## config.mk

```make
export PLATFORM = sky130hd
export DESIGN_NAME = sacmp_unit
export DESIGN_NICKNAME = d
export VERILOG_FILES = /design/src/rtl/sacmp_pkg.sv /design/src/rtl/sacmp_operand.sv /design/src/rtl/sacmp_adder.sv /design/src/rtl/sacmp_flags.sv /design/src/rtl/sacmp_unit.sv
export SDC_FILE = /design/constraint.sdc
export NUM_CORES = 1
export LEC_CHECK = 0
export CORE_AREA = 2 2 39 41
export DETAILED_ROUTE_END_ITERATION = 10
export DIE_AREA = 0 0 41 43
export PLACE_DENSITY = 0.76
export SYNTH_ARGS = -nofsm -noshare
export SYNTH_HDL_FRONTEND = slang
export SYNTH_SLANG_ARGS = --single-unit
```

## constraint.sdc

```tcl
create_clock -name vclk -period 6.7
set_input_delay 1.34 -clock vclk [all_inputs]
set_output_delay 1.34 -clock vclk [all_outputs]
set_load 0.02 [all_outputs]
```

## src/rtl/sacmp_pkg.sv

```systemverilog
package sacmp_pkg;
  typedef enum logic [1:0] {
    OP_ADD  = 2'b00,
    OP_SUB  = 2'b01,
    OP_CMP  = 2'b10,
    OP_CMPX = 2'b11
  } op_e;

  localparam logic [1:0] ORD_EQ = 2'b00;
  localparam logic [1:0] ORD_GT = 2'b01;
  localparam logic [1:0] ORD_LT = 2'b11;
endpackage

```

## src/rtl/sacmp_operand.sv

```systemverilog
module sacmp_operand #(
  parameter int unsigned WIDTH = 8
) (
  input  logic [WIDTH-1:0] b_i,
  input  logic [1:0]       op_i,
  output logic [WIDTH-1:0] b_eff_o,
  output logic             cin_o,
  output logic             is_cmp_o
);
  logic do_sub;

  // compare always subtracts; op_i[0] only matters outside compare
  assign do_sub   = op_i[1] | op_i[0];
  assign is_cmp_o = op_i[1];
  assign b_eff_o  = do_sub ? ~b_i : b_i;
  assign cin_o    = do_sub;
endmodule

```

## src/rtl/sacmp_adder.sv

```systemverilog
module sacmp_adder #(
  parameter int unsigned WIDTH        = 8,
  parameter bit          OVF_SIGN_EXT = 1'b0
) (
  input  logic [WIDTH-1:0] a_i,
  input  logic [WIDTH-1:0] b_i,
  input  logic             cin_i,
  output logic [WIDTH-1:0] sum_o,
  output logic             cout_o,
  output logic             ovf_o
);
  localparam int unsigned MSB = WIDTH - 1;

  logic [WIDTH:0] c_vec;

  always_comb begin
    c_vec[0] = cin_i;
    for (int i = 0; i < WIDTH; i++) begin
      sum_o[i]   = a_i[i] ^ b_i[i] ^ c_vec[i];
      c_vec[i+1] = (a_i[i] & b_i[i]) | (c_vec[i] & (a_i[i] ^ b_i[i]));
    end
  end

  assign cout_o = c_vec[WIDTH];

  generate
    if (OVF_SIGN_EXT) begin : g_ovf_ext
      logic ext_top;
      // bit N of the sum of both operands sign-extended to N+1 bits
      assign ext_top = a_i[MSB] ^ b_i[MSB] ^ c_vec[WIDTH];
      assign ovf_o   = ext_top ^ sum_o[MSB];
    end else begin : g_ovf_carry
      assign ovf_o = c_vec[MSB] ^ c_vec[WIDTH];
    end
  endgenerate
endmodule

```

## src/rtl/sacmp_flags.sv

```systemverilog
module sacmp_flags
  import sacmp_pkg::*;
#(
  parameter int unsigned WIDTH = 8
) (
  input  logic [WIDTH-1:0] raw_i,
  input  logic             ovf_i,
  input  logic             is_cmp_i,
  output logic             zero_o,
  output logic             neg_o,
  output logic             lt_o,
  output logic [1:0]       ord_o
);
  logic lt_raw;

  assign zero_o = (raw_i == '0);
  assign neg_o  = raw_i[WIDTH-1];
  assign lt_raw = neg_o ^ ovf_i;
  assign lt_o   = is_cmp_i & lt_raw;

  always_comb begin
    if (!is_cmp_i || zero_o) ord_o = ORD_EQ;
    else if (lt_raw)         ord_o = ORD_LT;
    else                     ord_o = ORD_GT;
  end
endmodule

```

## src/rtl/sacmp_unit.sv

```systemverilog
module sacmp_unit
  import sacmp_pkg::*;
#(
  parameter int unsigned WIDTH        = 8,
  parameter bit          OVF_SIGN_EXT = 1'b0
) (
  input  logic [WIDTH-1:0] a_i,
  input  logic [WIDTH-1:0] b_i,
  input  logic [1:0]       op_i,
  output logic [WIDTH-1:0] sum_o,
  output logic             carry_o,
  output logic             zero_o,
  output logic             neg_o,
  output logic             ovf_o,
  output logic             lt_o,
  output logic [1:0]       ord_o
);
  logic [WIDTH-1:0] b_eff;
  logic             cin;
  logic             is_cmp;
  logic [WIDTH-1:0] raw;

  sacmp_operand #(.WIDTH(WIDTH)) u_operand (
    .b_i      (b_i),
    .op_i     (op_i),
    .b_eff_o  (b_eff),
    .cin_o    (cin),
    .is_cmp_o (is_cmp)
  );

  sacmp_adder #(.WIDTH(WIDTH), .OVF_SIGN_EXT(OVF_SIGN_EXT)) u_adder (
    .a_i    (a_i),
    .b_i    (b_eff),
    .cin_i  (cin),
    .sum_o  (raw),
    .cout_o (carry_o),
    .ovf_o  (ovf_o)
  );

  sacmp_flags #(.WIDTH(WIDTH)) u_flags (
    .raw_i    (raw),
    .ovf_i    (ovf_o),
    .is_cmp_i (is_cmp),
    .zero_o   (zero_o),
    .neg_o    (neg_o),
    .lt_o     (lt_o),
    .ord_o    (ord_o)
  );

  assign sum_o = is_cmp ? '0 : raw;
endmodule

```

==> results.sh, run 1 <==
export IMPL_status="finished, final reports clean"
export IMPL_postSynthCellCount=43
export IMPL_finalCritPeriodShare=0.966
export IMPL_final_nets=109
export IMPL_n_fill_cell=138
export IMPL_globalRouteTotalUtil=0.125
export IMPL_path_class="primary input to primary output"
export IMPL_antenna_found_initial=0
export IMPL_drive_gt1_frac=0.210
export IMPL_crit_arrival_ns=5.13
export IMPL_finalMaxSlewViolations=0
export IMPL_drt_pre_antenna_iters=1
export IMPL_hold_worst_slack_ns=3.45
export IMPL_stdcell_area_um2=792
export IMPL_hold_start="op_i[1]"
export IMPL_avgRoutedWirePerCell_um=10.0
export IMPL_final_util=0.572
export IMPL_grt_pass1_wl_um=1650
export IMPL_dieArea_um2=1760
export IMPL_dpl_cell_area_um2=791
export IMPL_start_kind="primary input"
export IMPL_die_y_um=43
export IMPL_hold_buffers=0
export IMPL_grt_pass1_vias=420
export IMPL_hold_depth=5
export IMPL_worstPathRequired_ns=5.36
export IMPL_p_leak_nw=0.339
export IMPL_holdPathEnd="ord_o[1]"
export IMPL_areaGrowthSynthToFinish_pct=96.6
export IMPL_rows=14
export IMPL_regArea_um2=0
export IMPL_yosysWarningCount=0
export IMPL_io_pins=33
export IMPL_overflow=0
export IMPL_rsz0062_at_grt="false"
export IMPL_holdCritPathClass="primary input to primary output"
export IMPL_drv_cap=0
export IMPL_vias_per_cell=4.32
export IMPL_design_seq_count=0
export IMPL_ant_nets=0
export IMPL_die_w_um=41
export IMPL_vdd_ir_drop_max_mv=0.0616
export IMPL_crit_fanout=3
export IMPL_dp_cells=97
export IMPL_hold_viol_final=0
export IMPL_fin_cells=97
export IMPL_fmax_mhz=154
export IMPL_power_density_nw_per_um2=141
export IMPL_power_uw=112
export IMPL_core_um2=1380
export IMPL_multiInputGateArea_um2=380
export IMPL_nClkBuffers=0
export IMPL_synth_area_um2=403
export IMPL_wirelength_um=974
export IMPL_worstSetupEndpointType="primary output"
export IMPL_finalSetupViolCount=0
export IMPL_drtIter0Drc=0
export IMPL_via_count=419
export IMPL_gp_congestion=0.673
export IMPL_portBuffers=33
export IMPL_synth_avg_cell_area_um2=9.37
export IMPL_drc=0
export IMPL_grt_max_degree=10
export IMPL_start_util=0.291
export IMPL_insertedDiodeCount=0
export IMPL_worst_slew_pin_slew_ns=0.415
export IMPL_slew_headroom=0.722
export IMPL_period_needed_ns=6.47
export IMPL_dp_hpwl_um=843
export IMPL_synthDistinctLibCells=14
export IMPL_synth_nets=69
export IMPL_ys_seq_area_frac=0
synthesized netlist by cell type:
library cell / n / area share
fa_1: 8 / 0.40
inv_1: 8 / 0.075
xnor2_1: 7 / 0.15
nor2b_1: 6 / 0.093
nor2_1: 3 / 0.028
nor3_1: 2 / 0.025
xor2_1: 2 / 0.043
a21oi_1: 1 / 0.012
a311oi_2: 1 / 0.037
a31oi_1: 1 / 0.016
and3_1: 1 / 0.016
buf_4: 1 / 0.019
nor2_4: 1 / 0.028
nor4b_4: 1 / 0.059
routing by layer:
metal,vias up,track usage,routed length (um)
li1,207,-,-
met1,196,0.164,358
met2,16,0.231,568
met3,0,0,47
met4,0,0,0
met5,-,0,0
what timing repair did:
action	CTS	global route
endpoints found under the hold margin	0	0
pin swaps	2	3
endpoints found under the setup margin	7	6
buffers inserted	0	0
gates resized for setup	21	5
worst max-delay path: stages:
cell and delay, ns:
clkdlybuf4s50_1 0.42, xnor2_1 0.16, fa_2 0.36, fa_2 0.34, fa_1 0.39, fa_1 0.37, inv_1 0.07, fa_1 0.16
inv_1 0.05, fa_2 0.36, fa_2 0.46, nor4b_4 0.32, and3_1 0.20, buf_4 0.14
layout by cell type (no fill, tap or decap), drive strengths merged:
cell type	count
a31oi	1
nor2	4
a311oi	1
a21oi	1
xnor2	7
nor3	2
and3	1
nor2b	6
xor2	2
dlymetal6s2s	1
buf	9
fa	8
inv	8
dlygate4sd2	5
nor4b	1
clkdlybuf4s50	24
area by class of cell:
cell class / instances / share of cell area
Tap cell: 16 / 0.0253
Inverter: 8 / 0.0379
Multi-Input combinational cell: 34 / 0.480
Timing Repair Buffer: 39 / 0.457
kinds of logic after synthesis:
| group | count (synthesis) | share of synthesized area |
|---|---|---|
| AND/OR/NAND/NOR | 14 | 0.248 |
| XOR/XNOR | 9 | 0.196 |
| buffers and inverters | 9 | 0.0932 |
| adder cells (fa/ha/maj) | 8 | 0.398 |
| AO/OA/AOI/OAI | 3 | 0.0652 |
worst max path at each step:
stage / from / end / slack [ns]
after floorplan: op_i[1] / zero_o / 0.30
after global placement: op_i[1] / zero_o / -0.48
after detailed placement: op_i[1] / zero_o / -0.57
after CTS: b_i[1] / zero_o / 0.009
after global routing: b_i[1] / zero_o / 0.04
final: b_i[1] / zero_o / 0.23
power by group:
| part | total (mW) | switching (mW) | internal, mW |
|---|---|---|---|
| Sequential | 0 | 0 | 0 |
| Clock | 0 | 0 | 0 |
| Combinational | 0.112 | 0.0529 | 0.0587 |
| Total | 0.112 | 0.0529 | 0.0587 |
metrics by stage:
| stage | setup TNS [ns] | setup slack, ns |
|---|---|---|
| CTS | 0 | 0.00897 |
| finish | 0 | 0.225 |
| detailed placement | -2.45 | -0.573 |
| global placement | -1.84 | -0.484 |
| global route | 0 | 0.0399 |
| floorplan | 0 | 0.304 |
Power figures use the tool's default switching activity.
==> inputs of run 2 (changes only) <==
- clock period: 6.7 -> 8.4 ns (I/O delays scaled with it)
==> run 2 against run 1 <==
Final cell count is 4.1% lower. Setup slack better by 0.089 ns. Routed wire length is 7.3% lower. Sequential share of layout area stayed put. Flip-flop and latch count stayed put. First-iteration DRC count is 2 higher.
==> results.sh, run 2 (synthesis gave the netlist of run 1 again) <==
export IMPL_rsz0062_at_grt="false"
export IMPL_start_kind="primary input"
export IMPL_nClkBuffers=0
export IMPL_globalRouteTotalUtil=0.100
export IMPL_layout_common_cells="clkdlybuf4s50_1 (33), inv_1 (8), fa_1 (8)"
export IMPL_clock_power_share=0
export IMPL_path_cells="clkdlybuf4s50_1, nor2_4, xnor2_1, fa_1, fa_1, fa_1, fa_1, inv_1, fa_1, inv_1, fa_1, fa_1, nor4b_4, and3_1, clkdlybuf4s50_1"
export IMPL_finalCritPeriodShare=0.963
export IMPL_drtIter0Drc=2
export IMPL_die_w_um=41
export IMPL_cts_setup_buffers=0
export IMPL_final_common_cell="clkdlybuf4s50_1"
export IMPL_vdd_ir_drop_max_mv=0.0478
export IMPL_design_seq_count=0
export IMPL_p_leak_nw=0.300
export IMPL_crit_family="adder cells"
export IMPL_drive_gt1_frac=0.0649
export IMPL_power_density_nw_per_um2=113
export IMPL_ant_nets=0
export IMPL_cts_resized=0
export IMPL_worstPathRequired_ns=6.72
export IMPL_worstSetupEndpointType="primary output"
export IMPL_p_int_uw=45.2
export IMPL_power_switching_uw=40.9
export IMPL_p_seq_frac=0
export IMPL_status="finished, final reports clean"
export IMPL_finalMaxSlewViolations=0
export IMPL_start_util=0.291
export IMPL_combPwrFrac=1.000
export IMPL_fmax_mhz=124
export IMPL_n_fill_cell=138
export IMPL_crit_arrival_ns=6.41
export IMPL_vias_per_cell=4.18
export IMPL_rows=14
export IMPL_overflow=0
export IMPL_grt_max_degree=8
export IMPL_crit_buf_inv=4
export IMPL_drt_pre_antenna_iters=2
export IMPL_wirelength_um=903
export IMPL_core_um2=1380
export IMPL_finalSetupViolCount=0
export IMPL_switching_share=0.475
export IMPL_tns_ns=0
export IMPL_gp_congestion=0.641
export IMPL_via_count=389
export IMPL_hold_buffers=0
export IMPL_cpMostUsedCell="fa_1"
export IMPL_dieArea_um2=1760
export IMPL_fin_cells=93
export IMPL_grt_pass1_wl_um=1300
export IMPL_holdCritPathClass="primary input to primary output"
export IMPL_hold_viol_final=0
export IMPL_die_y_um=43
export IMPL_path_class="primary input to primary output"
export IMPL_regArea_um2=0
export IMPL_slew_headroom=0.737
export IMPL_dp_hpwl_um=872
export IMPL_drc=0
export IMPL_worst_slew_pin_slew_ns=0.391
export IMPL_areaGrowthSynthToFinish_pct=88.8
export IMPL_period_needed_ns=8.09
export IMPL_grt_pass1_vias=344
export IMPL_crit_fanout=7
export IMPL_dp_cells=93
export IMPL_insertedDiodeCount=0
export IMPL_io_pins=33
export IMPL_final_nets=105
export IMPL_portBuffers=33
export IMPL_cp_slowest_stage_delay_ns=0.64
export IMPL_avgRoutedWirePerCell_um=9.71
export IMPL_crit_slowest_cell="clkdlybuf4s50_1"
export IMPL_drv_cap=0
export IMPL_antenna_found_initial=0
## run 2: cell types whose count changed in the layout (fill, tap and decap cells not counted), sizes merged
cell | previous run | this run
clkdlybuf4s50 | 24 | 33
buf | 9 | 2
dlygate4sd2 | 5 | 0
dlymetal6s2s | 1 | 0
## run 2: worst paths after layout
| path | from | end | cells past startpoint |
|---|---|---|---|
| worst max-delay path | op_i[1] | zero_o | 15 |
| worst min-delay path | a_i[5] | sum_o[5] | 5 |
## run 2: layout make-up
type / count / area, um2 / share of cell area
multi-input cells: 34 / 365 / 0.480
repair buffers: 35 / 345 / 0.454
inverters: 8 / 30.0 / 0.0395
well taps: 16 / 20.0 / 0.0263
## run 2: power by group through the flow
stage	clock network, mW	registers [mW]	logic (mW)
final	0	0	0.0862
after global routing	0	0	0.0924
after CTS	0	0	0.0871
after detailed placement	0	0	0.0869
after global placement	0	0	0.0855
after floorplan	0	0	0.0499
## run 2: stage by stage
| step | hold WS (ns) | util | instance area, um2 | setup WS, ns | total power [mW] |
|---|---|---|---|---|---|
| finish | 4.60 | 0.550 | 761 | 0.314 | 0.0862 |
| global route | 4.64 | 0.550 | 761 | 0.0737 | 0.0924 |
| CTS | 4.60 | 0.550 | 761 | 0.280 | 0.0871 |
| detailed placement | 4.60 | 0.550 | 761 | 0.278 | 0.0869 |
| global placement | 4.60 | 0.550 | 761 | 0.361 | 0.0855 |
| floorplan | 3.59 | - | 403 | 1.32 | 0.0499 |
## run 2: routing by layer
| layer | track usage | vias to the layer above | part of all wire |
|---|---|---|---|
| met5 | 0 | - | 0 |
| met4 | 0 | 0 | 0 |
| met3 | 0.0157 | 0 | 0.062 |
| met2 | 0.169 | 16 | 0.56 |
| met1 | 0.139 | 175 | 0.38 |
| li1 | - | 198 | - |
## run 2: tightest hold or removal path, stage by stage
cell and delay [ns]:
clkdlybuf4s50_1 0.39, inv_1 0.07, fa_1 0.21, nor2_1 0.05, clkdlybuf4s50_1 0.52
